==> config.mk <==
export PLATFORM = sky130hd
export DESIGN_NAME = bus_xcvr_reg
export DESIGN_NICKNAME = d
export VERILOG_FILES = /design/src/rtl/bus_xcvr_pkg.sv /design/src/rtl/xcvr_edge.sv /design/src/rtl/xcvr_lane.sv /design/src/rtl/xcvr_drive_ctl.sv /design/src/rtl/bus_xcvr_reg.sv
export SDC_FILE = /design/constraint.sdc
export NUM_CORES = 1
export LEC_CHECK = 0
export CORE_MARGIN = 2
export CORE_UTILIZATION = 60
export DETAILED_ROUTE_END_ITERATION = 6
export DONT_BUFFER_PORTS = 1
export HOLD_SLACK_MARGIN = 0.1
export PLACE_DENSITY = 0.76
export SLEW_MARGIN = 20
export SYNTH_ARGS = -nofsm -noshare
export SYNTH_HDL_FRONTEND = slang
export SYNTH_SLANG_ARGS = --single-unit
export TNS_END_PERCENT = 1
==> constraint.sdc <==
create_clock -name clk -period 2.5 [get_ports clk]
set_input_delay 0.25 -clock clk [delete_from_list [all_inputs] [get_ports clk]]
set_output_delay 0.25 -clock clk [all_outputs]
set_load 0.02 [all_outputs]
==> src/rtl/bus_xcvr_pkg.sv <==
package bus_xcvr_pkg;
  localparam int LANE_AB   = 0;
  localparam int LANE_BA   = 1;
  localparam int NUM_LANES = 2;

  typedef enum logic [1:0] {
    DRV_NONE = 2'd0,
    DRV_A    = 2'd1,
    DRV_B    = 2'd2
  } drive_e;
endpackage

==> src/rtl/xcvr_edge.sv <==
module xcvr_edge (
  input  logic clk,
  input  logic rst,
  input  logic strobe,
  output logic pulse
);
  logic strobe_q;

  always_ff @(posedge clk) begin
    if (rst) strobe_q <= 1'b0;
    else     strobe_q <= strobe;
  end

  assign pulse = strobe & ~strobe_q;
endmodule

==> src/rtl/xcvr_lane.sv <==
module xcvr_lane #(
  parameter int W = 8
) (
  input  logic         clk,
  input  logic         rst,
  input  logic         strobe,
  input  logic [W-1:0] din,
  input  logic         use_stored,
  input  logic         drive,
  output logic [W-1:0] dout
);
  logic         load;
  logic [W-1:0] held;

  xcvr_edge u_edge (
    .clk    (clk),
    .rst    (rst),
    .strobe (strobe),
    .pulse  (load)
  );

  always_ff @(posedge clk) begin
    if (rst)       held <= '0;
    else if (load) held <= din;
  end

  always_comb begin
    if (!drive)         dout = '0;
    else if (use_stored) dout = held;
    else                dout = din;
  end
endmodule

==> src/rtl/xcvr_drive_ctl.sv <==
module xcvr_drive_ctl
  import bus_xcvr_pkg::*;
(
  input  logic oe_n,
  input  logic dir,
  output logic drv_a,
  output logic drv_b
);
  drive_e mode;

  always_comb begin
    if (oe_n)     mode = DRV_NONE;
    else if (dir) mode = DRV_B;
    else          mode = DRV_A;
  end

  assign drv_a = (mode == DRV_A);
  assign drv_b = (mode == DRV_B);
endmodule

==> src/rtl/bus_xcvr_reg.sv <==
module bus_xcvr_reg
  import bus_xcvr_pkg::*;
#(
  parameter int W = 8
) (
  input  logic         clk,
  input  logic         rst,
  input  logic         oe_n,
  input  logic         dir,
  input  logic         sel_ab,
  input  logic         sel_ba,
  input  logic         cap_ab,
  input  logic         cap_ba,
  input  logic [W-1:0] a_in,
  output logic [W-1:0] a_out,
  output logic         a_oe,
  input  logic [W-1:0] b_in,
  output logic [W-1:0] b_out,
  output logic         b_oe
);
  logic [NUM_LANES-1:0][W-1:0] lane_din;
  logic [NUM_LANES-1:0][W-1:0] lane_dout;
  logic [NUM_LANES-1:0]        lane_stb;
  logic [NUM_LANES-1:0]        lane_sel;
  logic [NUM_LANES-1:0]        lane_drv;
  logic                        drv_a;
  logic                        drv_b;

  xcvr_drive_ctl u_ctl (
    .oe_n  (oe_n),
    .dir   (dir),
    .drv_a (drv_a),
    .drv_b (drv_b)
  );

  // lane AB takes from A and drives B; lane BA takes from B and drives A
  assign lane_din[LANE_AB] = a_in;
  assign lane_stb[LANE_AB] = cap_ab;
  assign lane_sel[LANE_AB] = sel_ab;
  assign lane_drv[LANE_AB] = drv_b;
  assign lane_din[LANE_BA] = b_in;
  assign lane_stb[LANE_BA] = cap_ba;
  assign lane_sel[LANE_BA] = sel_ba;
  assign lane_drv[LANE_BA] = drv_a;

  for (genvar g = 0; g < NUM_LANES; g++) begin : g_lane
    xcvr_lane #(.W(W)) u_lane (
      .clk        (clk),
      .rst        (rst),
      .strobe     (lane_stb[g]),
      .din        (lane_din[g]),
      .use_stored (lane_sel[g]),
      .drive      (lane_drv[g]),
      .dout       (lane_dout[g])
    );
  end

  assign b_out = lane_dout[LANE_AB];
  assign a_out = lane_dout[LANE_BA];
  assign a_oe  = drv_a;
  assign b_oe  = drv_b;
endmodule

# Word-level counts from Yosys, hierarchy flattened
# Cells that the tools add are included.
# totals
regBits,18
inputBits,24
out_inout_bits,18
elab_cells,16
# op_classes
n_eq_ne,2
muxes,6
bitwise_logic,4
# ops
operator,n
two-way mux 8 bit,4
two-way mux 2 bit,2
AND 1 bit,2
"== test 2 x 1 -> 1 bit, second input constant",1
"== test 2 bit, second input constant",1
NOT 1 bit,2

# Longest topological paths before layout
# Gate-level depths: netlist of the first run.
# depth
ltp_word,4
depth_mapped,3
depth_no_buf,2

# By module
# A second synthesis of the first run with hierarchy kept.
# unflattened
hier_cells,94
area_unflattened_um2,960.9
# modules_own_cells
mod,n_inst,cells_each,area_each_um2,seq_area_each_um2
xcvr_lane,2,43,426.7,160.2
xcvr_edge,2,3,47.5,20.0
xcvr_drive_ctl,1,2,12.5,0.0

# Least setup slack after synthesis of the first run
# Ideal clock, no wire load.
# synth_timing
path_type,input-to-output
startpoint,input oe_n
endpoint,output a_out[0]
t_arrival_ns,0.914
t_required_ns,2.250
slack_ns,1.336
path_stages,3
n_path_buf,1
cell_sequence,or2_1 -> buf_2 -> nor2_1
# synth_between
elab_chain_cells,3
# synth_lines
element,line,rtl
from (decl),bus_xcvr_reg.sv:8,"input logic oe_n,"
two-way mux 2 bit,xcvr_drive_ctl.sv:12,if (oe_n) mode = DRV_NONE;
== test 2 x 1 -> 1 bit,xcvr_drive_ctl.sv:17,assign drv_a = (mode == DRV_A);
two-way mux 8 bit,xcvr_lane.sv:28,if (!drive) dout = '0;
to (decl),bus_xcvr_reg.sv:15,"output logic [W-1:0] a_out,"
# No other way between the ends.

# Worst setup path in the final report of the first run
# layout_timing
startpoint,register g_lane[1].u_lane.held[3]
endpoint,output a_out[3]
# layout_between
elab_chain_cells,2
# layout_lines
element,line,rtl
from (decl),xcvr_lane.sv:13,logic [W-1:0] held;
from (signal assigned),xcvr_lane.sv:24,else if (load) held <= din;
two-way mux 8 bit,xcvr_lane.sv:29,else if (use_stored) dout = held;
two-way mux 8 bit,xcvr_lane.sv:28,
# No other way between the ends.

==> metrics.md, run 1 <==
| Metric | Value |
|---|---|
| Outcome | `finished clean` |
| Internal Power | `0.000403 W` |
| Max Clock Freq | `between 700 and 800 MHz` |
| Final setup fails | `0` |
| Synth warn | `0` |
| Core area | `around 1600 um^2` |
| Vias in the first global route | `approximately 810` |
| Fin. max-slew vios | `0` |
| Final core utilization | `about two thirds` |
| Die width | `between 40 and 50 um` |
| Yosys cell types | `15` |
| CTS HTree Levels | `1` |
| Largest net degree at the start of global routing | `34` |
| Skew-Pair Late Insertion Delay | `0.28 ns` |
| Clk root buf | `clkbuf_4` |
| GRT met2 Usage | `about 35%` |
| VDD IR max | `0.405 mV` |
| NetSw | `between 0.0001 and 0.00015 W` |
| Worst setup EP type | `primary output` |
| Antenna-violating nets left | `0` |
| CP Data Arrival Time | `1.02 ns` |
| Origin of the critical flop-to-flop path | `g_lane[1].u_lane.u_edge.strobe_q$_SDFF_PP0_` |
| Post-Syn Instances | `approximately 110` |
| # IOs | `42` |
| Antenna violations before repair | `0` |
| First-pass GRT wire length | `3510 um` |
| Final nets | `138` |
| Slew HR | `between 70 and 80%` |
| Sw Ratio | `about 25%` |
| # diodes | `0` |
| Core Rows | `14` |
| Die area | `roughly 2100 um^2` |
| CTS resizes | `0` |
| Combinational share of power | `around 15%` |
| Startpoint types | `flip-flop` |
| Post-Syn Area per Cell | `slightly above 9 um^2` |
| Hold path start | `b_in[3]` |
| Unrepaired setup endpoints after global routing | `false` |
| Worst Hold Class | `in -> reg` |
| Share of total power in sequential cells | `58.2%` |
| WL final | `2080 um` |
| GR peak layer | `met2` |
| DP HPWL | `~1400 um` |
| Clock period minus worst slack | `roughly 1.3 ns` |
| WL/cell | `16.2 um` |
| Post-synth top area cell | `dfxtp_1` |
| Die H | `45.4 um` |
| Iter 0 DRT Violations | `5` |
| Clk sinks | `18` |
| Register bit total from synthesis | `18` |
| Final instance area | `~1100 um^2` |
| Number of remaining DRC errors | `0` |
| Ratio of cells with drive above 1 in the final layout | `~4.5%` |
| WS Path Type | `reg -> out` |
| Max_cap viols | `0` |
| Sequential area share after synthesis | `about a third` |
| Total global routing overflow | `0` |
| Met1 Use GR | `a little under a third` |
| Static Leakage | `around 0.40 nW` |
| P&R area growth vs syn | `3.52%` |
| CTS max path bufs | `2` |
| Period utilization | `about 50%` |
| Vias | `between 800 and 900` |
| Clock Power Share | `26.4%` |
| Worst slew pin tran | `~0.40 ns` |
| GRT Resource Usage Total | `22.7%` |
| Post-DR vias/cell | `roughly 6.4` |
| Power, Total | `around 0.00054 W` |
| Synth top area share | `about a third` |
| CTS tree | `done` |
| Fin. Hold Viols | `0` |
| Initial Utilization | `about two thirds` |
| Gpl congestion | `slightly above 0.7` |
| CTS buffer count | `3` |
| Crit Path Max Fanout | `2` |
| Placed Area | `roughly 1000 um^2` |
| Critical path required time | `roughly 2.3 ns` |
| Met3 usage | `6.35%` |
| Post-Route Setup TNS | `0 ns` |
| Largest cells by area after synthesis | `dfxtp_1 35%, nand4bb_1 17%, mux2i_1 16%` |
| Synthesized cell area | `around 1000 um^2` |
| Pwr Density | `between 500 and 600 nW/um^2` |
| Crit path from | `g_lane[1].u_lane.held[3]$_SDFFE_PP0P_` |
| Final Skew | `around 0.00044 ns` |
| Input/output buffers | `0` |
| Drt pass-1 iters | `2` |
| Post-CTS setup buffer count | `0` |
| Clock transition at path regs | `~0.10 ns` |
| Post-Syn Nets | `between 100 and 150` |
| WHS | `0.118 ns` |
==> final timing paths <==
check | end | slack, ns | depth (start not counted)
hold reg to reg | g_lane[1].u_lane.held[3]$_SDFFE_PP0P_ | 0.47 | 2
setup reg to reg | g_lane[1].u_lane.held[7]$_SDFFE_PP0P_ | 1.54 | 2
hold / removal | g_lane[1].u_lane.held[3]$_SDFFE_PP0P_ | 0.12 | 2
setup / recovery | a_out[3] | 1.23 | 2
==> Yosys cell counts <==
cell type / n
dfxtp_1: 18
nand2b_1: 17
mux2i_1: 16
nand4bb_1: 16
nor2_1: 16
o21ai_0: 13
buf_2: 4
o21ai_1: 3
and2b_4: 2
inv_1: 2
nor2b_1: 2
buf_4: 1
clkbuf_1: 1
clkbuf_2: 1
or2_1: 1
==> registers in the layout, summed over array words and instances (netlist names) <==
register / count
g_lane.u_lane.held: 16
g_lane.u_lane.u_edge.strobe_q: 2
==> logic make-up after synthesis <==
logic type / synth area share (%)
mux: 15.6
flops: 35.0
buf+inv: 4.25
compound gates: 7.78
simple gates: 37.4
==> metal layers <==
layer | vias to the layer above | wire [um]
li1 | 398 | -
met1 | 393 | 988
met2 | 27 | 924
met3 | 2 | 160
met4 | 0 | 5
met5 | - | 0
==> critical path, cell delays in order (launching register included) <==
cell and delay, ns:
dfxtp_1 0.34, mux2i_1 0.07, nor2_1 0.32
==> metrics by stage <==
step | setup slack, ns | instances
3_5_place_dp | 1.29 | 122
2_1_floorplan | 1.34 | 113
6_report | 1.23 | 128
4_1_cts | 1.21 | 128
5_1_grt | 1.16 | 128
3_3_place_gp | 1.31 | 122
==> layout by cell type (no fill, tap or decap) <==
master / count
and2b_4: 2
nor2b_1: 2
nand4bb_1: 16
o21ai_1: 3
dlygate4sd3_1: 3
nand2b_1: 17
o21ai_0: 13
dfxtp_1: 18
mux2i_1: 16
inv_1: 2
or2_1: 1
nor2_1: 16
clkbuf_4: 3
==> repair_timing <==
action | CTS | global route
setup endpoints to repair | 0 | 0
endpoints found under the hold margin | 2 | 0
hold buffers | 3 | 0
==> power by group through the flow <==
stage / combinational, W / sequential [W] / clock, W
final: 0.0000832 / 0.000315 / 0.000143
after global routing: 0.0000924 / 0.000317 / 0.000154
after CTS: 0.0000838 / 0.000315 / 0.000148
after detailed placement: 0.0000795 / 0.000322 / 0
after global placement: 0.0000777 / 0.000320 / 0
after floorplan: 0.0000835 / 0.000318 / 0
==> final cells by class <==
type                    count  area (um^2)
clock buffers               3         22.5
fillers                   135          493
inverters                   2         7.51
multi-input cells          86          626
flip-flops and latches     18          360
well taps                  16         20.0
repair buffers              3         30.0
No activity file was read; power rests on OpenSTA's default activity.
==> inputs of run 2 (changes only) <==
Settings changed: CORE_UTILIZATION 60 to 54, PLACE_DENSITY 0.76 to 0.72.
Clock period 2.5 ns to 1.02 ns, I/O delays scaled along.
==> metrics.md, run 2 (synthesis results as in run 1) <==
| Metric | Value |
|---|---|
| Pwr Density | `around 1100 nW/um^2` |
| Post-DR vias/cell | `between 5 and 6` |
| Final setup fails | `16` |
| Crit Path Max Fanout | `2` |
| Antenna-violating nets left | `0` |
| Most frequent cells in the layout | `18 x buf_4, 17 x nand2b_1` |
| Iter 0 DRT Violations | `11` |
| Number of remaining DRC errors | `0` |
| Worst Hold Class | `in -> reg` |
| Met3 usage | `under 10%` |
| Most common cell after layout, fill and taps aside | `buf_4` |
| Max Clock Freq | `around 880 MHz` |
| Fin. max-slew vios | `0` |
| Final core utilization | `77.5%` |
| GRT Resource Usage Total | `25.7%` |
| Die area | `roughly 2300 um^2` |
| GRT met2 Usage | `approximately two fifths` |
| Slack of the critical path | `-0.114 ns` |
| CTS tree | `done` |
| CTS buffer count | `3` |
| Die width | `47.7 um` |
| VDD IR max | `0.866 mV` |
| Core area | `between 1500 and 2000 um^2` |
| Outcome | `complete, but fails checks` |
| Total global routing overflow | `0` |
| Largest net degree at the start of global routing | `35` |
| Failing checks | `hold timing, setup timing` |
| Gpl congestion | `0.738` |
| Vias in the first global route | `921` |
| Clock transition at path regs | `0.11 ns` |
| WS Path Type | `reg -> out` |
| Top Registers | `g_lane.u_lane.held x16, g_lane.u_lane.u_edge.strobe_q x2` |
| Met1 Use GR | `between 30% and 40%` |
| CP Data Arrival Time | `between 1 and 1.5 ns` |
| DP HPWL | `1660 um` |
| Skew-Pair Late Insertion Delay | `0.29 ns` |
| Post-CTS setup buffer count | `0` |
| Worst slew pin tran | `0.385 ns` |
| CTS max path bufs | `2` |
| Worst setup EP type | `primary output` |
| Placed Area | `1160 um^2` |
| WL final | `~2600 um` |
| NetSw | `between 0.0003 and 0.0004 W` |
| Clk sinks | `18` |
| Clock period minus worst slack | `1.13 ns` |
| # IOs | `42` |
| WL/cell | `about 15 um` |
| Slew HR | `74.3%` |
| P&R area growth vs syn | `32.8%` |
| Final instance area | `about 1400 um^2` |
| Period utilization | `111%` |
| Antenna violations before repair | `0` |
| Ratio of cells with drive above 1 in the final layout | `22.9%` |
| GR peak layer | `met2` |
| Initial Utilization | `between 50% and 60%` |
| Share of total power in sequential cells | `approximately half` |
| WHS | `-0.0288 ns` |
| Core Rows | `15` |
| Combinational share of power | `about a fifth` |
| Drt pass-1 iters | `4` |
| Input/output buffers | `0` |
| Unrepaired setup endpoints after global routing | `true` |
| Max reg flops | `16` |
| Clock Power Share | `between 20 and 30%` |
| Top reg by flops | `g_lane.u_lane.held` |
| Startpoint types | `flip-flop` |
| Die H | `47.7 um` |
| Critical path required time | `between 0.9 and 1 ns` |
| Max_cap viols | `0` |
| Sw Ratio | `25.2%` |
| Fin. Hold Viols | `11` |
| Vias | `~970` |
| Clk root buf | `clkbuf_4` |
| Final nets | `~170` |
| Internal Power | `between 0.001 and 0.0015 W` |
| Static Leakage | `around 0.57 nW` |
| # diodes | `0` |
| CTS HTree Levels | `1` |
| Final Skew | `about 0.0015 ns` |
| First-pass GRT wire length | `4050 um` |
## run 2: cell count changes in the layout (fill, tap and decap cells not counted), sizes merged
cell,previous run,this run
buf,0,18
dlygate4sd3,3,16
clkbuf,3,4
## run 2: per-stage QoR
stage                     instances  setup slack, ns  setup TNS, ns  total power [W]  hold slack, ns
after floorplan                 113            0.152              0         0.000984           0.230
after global placement          149            0.169              0          0.00101           0.176
after detailed placement        149            0.120              0          0.00103           0.178
after CTS                       168          -0.0889          -1.04          0.00152         -0.0311
after global routing            169           -0.162          -1.96          0.00158         -0.0450
final                           169           -0.114         -0.998          0.00152         -0.0288
## run 2: cell type report
cell class | instances | area [um^2]
sequential | 18 | 372
fill | 141 | 397
tap | 25 | 31.3
inverter | 2 | 7.51
clock buffer | 4 | 36.3
timing repair buffer | 34 | 295
multi-input combinational | 86 | 626
## run 2: routing by layer
metal | up-vias | routed length, um
met4 | 0 | 36
met3 | 4 | 136
met2 | 33 | 1290
met5 | - | 0
met1 | 468 | 1130
li1 | 461 | -
## run 2: final timing paths
kind / cells past startpoint / from / endpoint / slack [ns]
max reg2reg: 3 / g_lane[0].u_lane.u_edge.strobe_q$_SDFF_PP0_ / g_lane[0].u_lane.held[6]$_SDFFE_PP0P_ / 0.13
max: 3 / g_lane[0].u_lane.held[1]$_SDFFE_PP0P_ / b_out[1] / -0.11
min reg2reg: 2 / g_lane[1].u_lane.held[4]$_SDFFE_PP0P_ / g_lane[1].u_lane.held[4]$_SDFFE_PP0P_ / 0.47
min: 2 / rst / g_lane[1].u_lane.held[3]$_SDFFE_PP0P_ / -0.03
## run 2: worst max-delay path, cell delays in order, from the launching register on
cell	delay, ns
dfxtp_2	0.34
mux2i_1	0.16
nor2_1	0.06
buf_4	0.17
## run 2: power groups by stage
stage / Combinational, W / Sequential (W) / Clock, W
floorplan: 0.000205 / 0.000780 / 0
detailed placement: 0.000242 / 0.000785 / 0
CTS: 0.000298 / 0.000770 / 0.000450
finish: 0.000302 / 0.000774 / 0.000446
global route: 0.000330 / 0.000778 / 0.000476
global placement: 0.000234 / 0.000781 / 0
## run 2: repair_timing
action	in CTS	in global routing
hold buffers	15	1
resized for setup	3	6
endpoints found under the hold margin	18	16
pin swaps	0	1
setup endpoints to repair	16	16
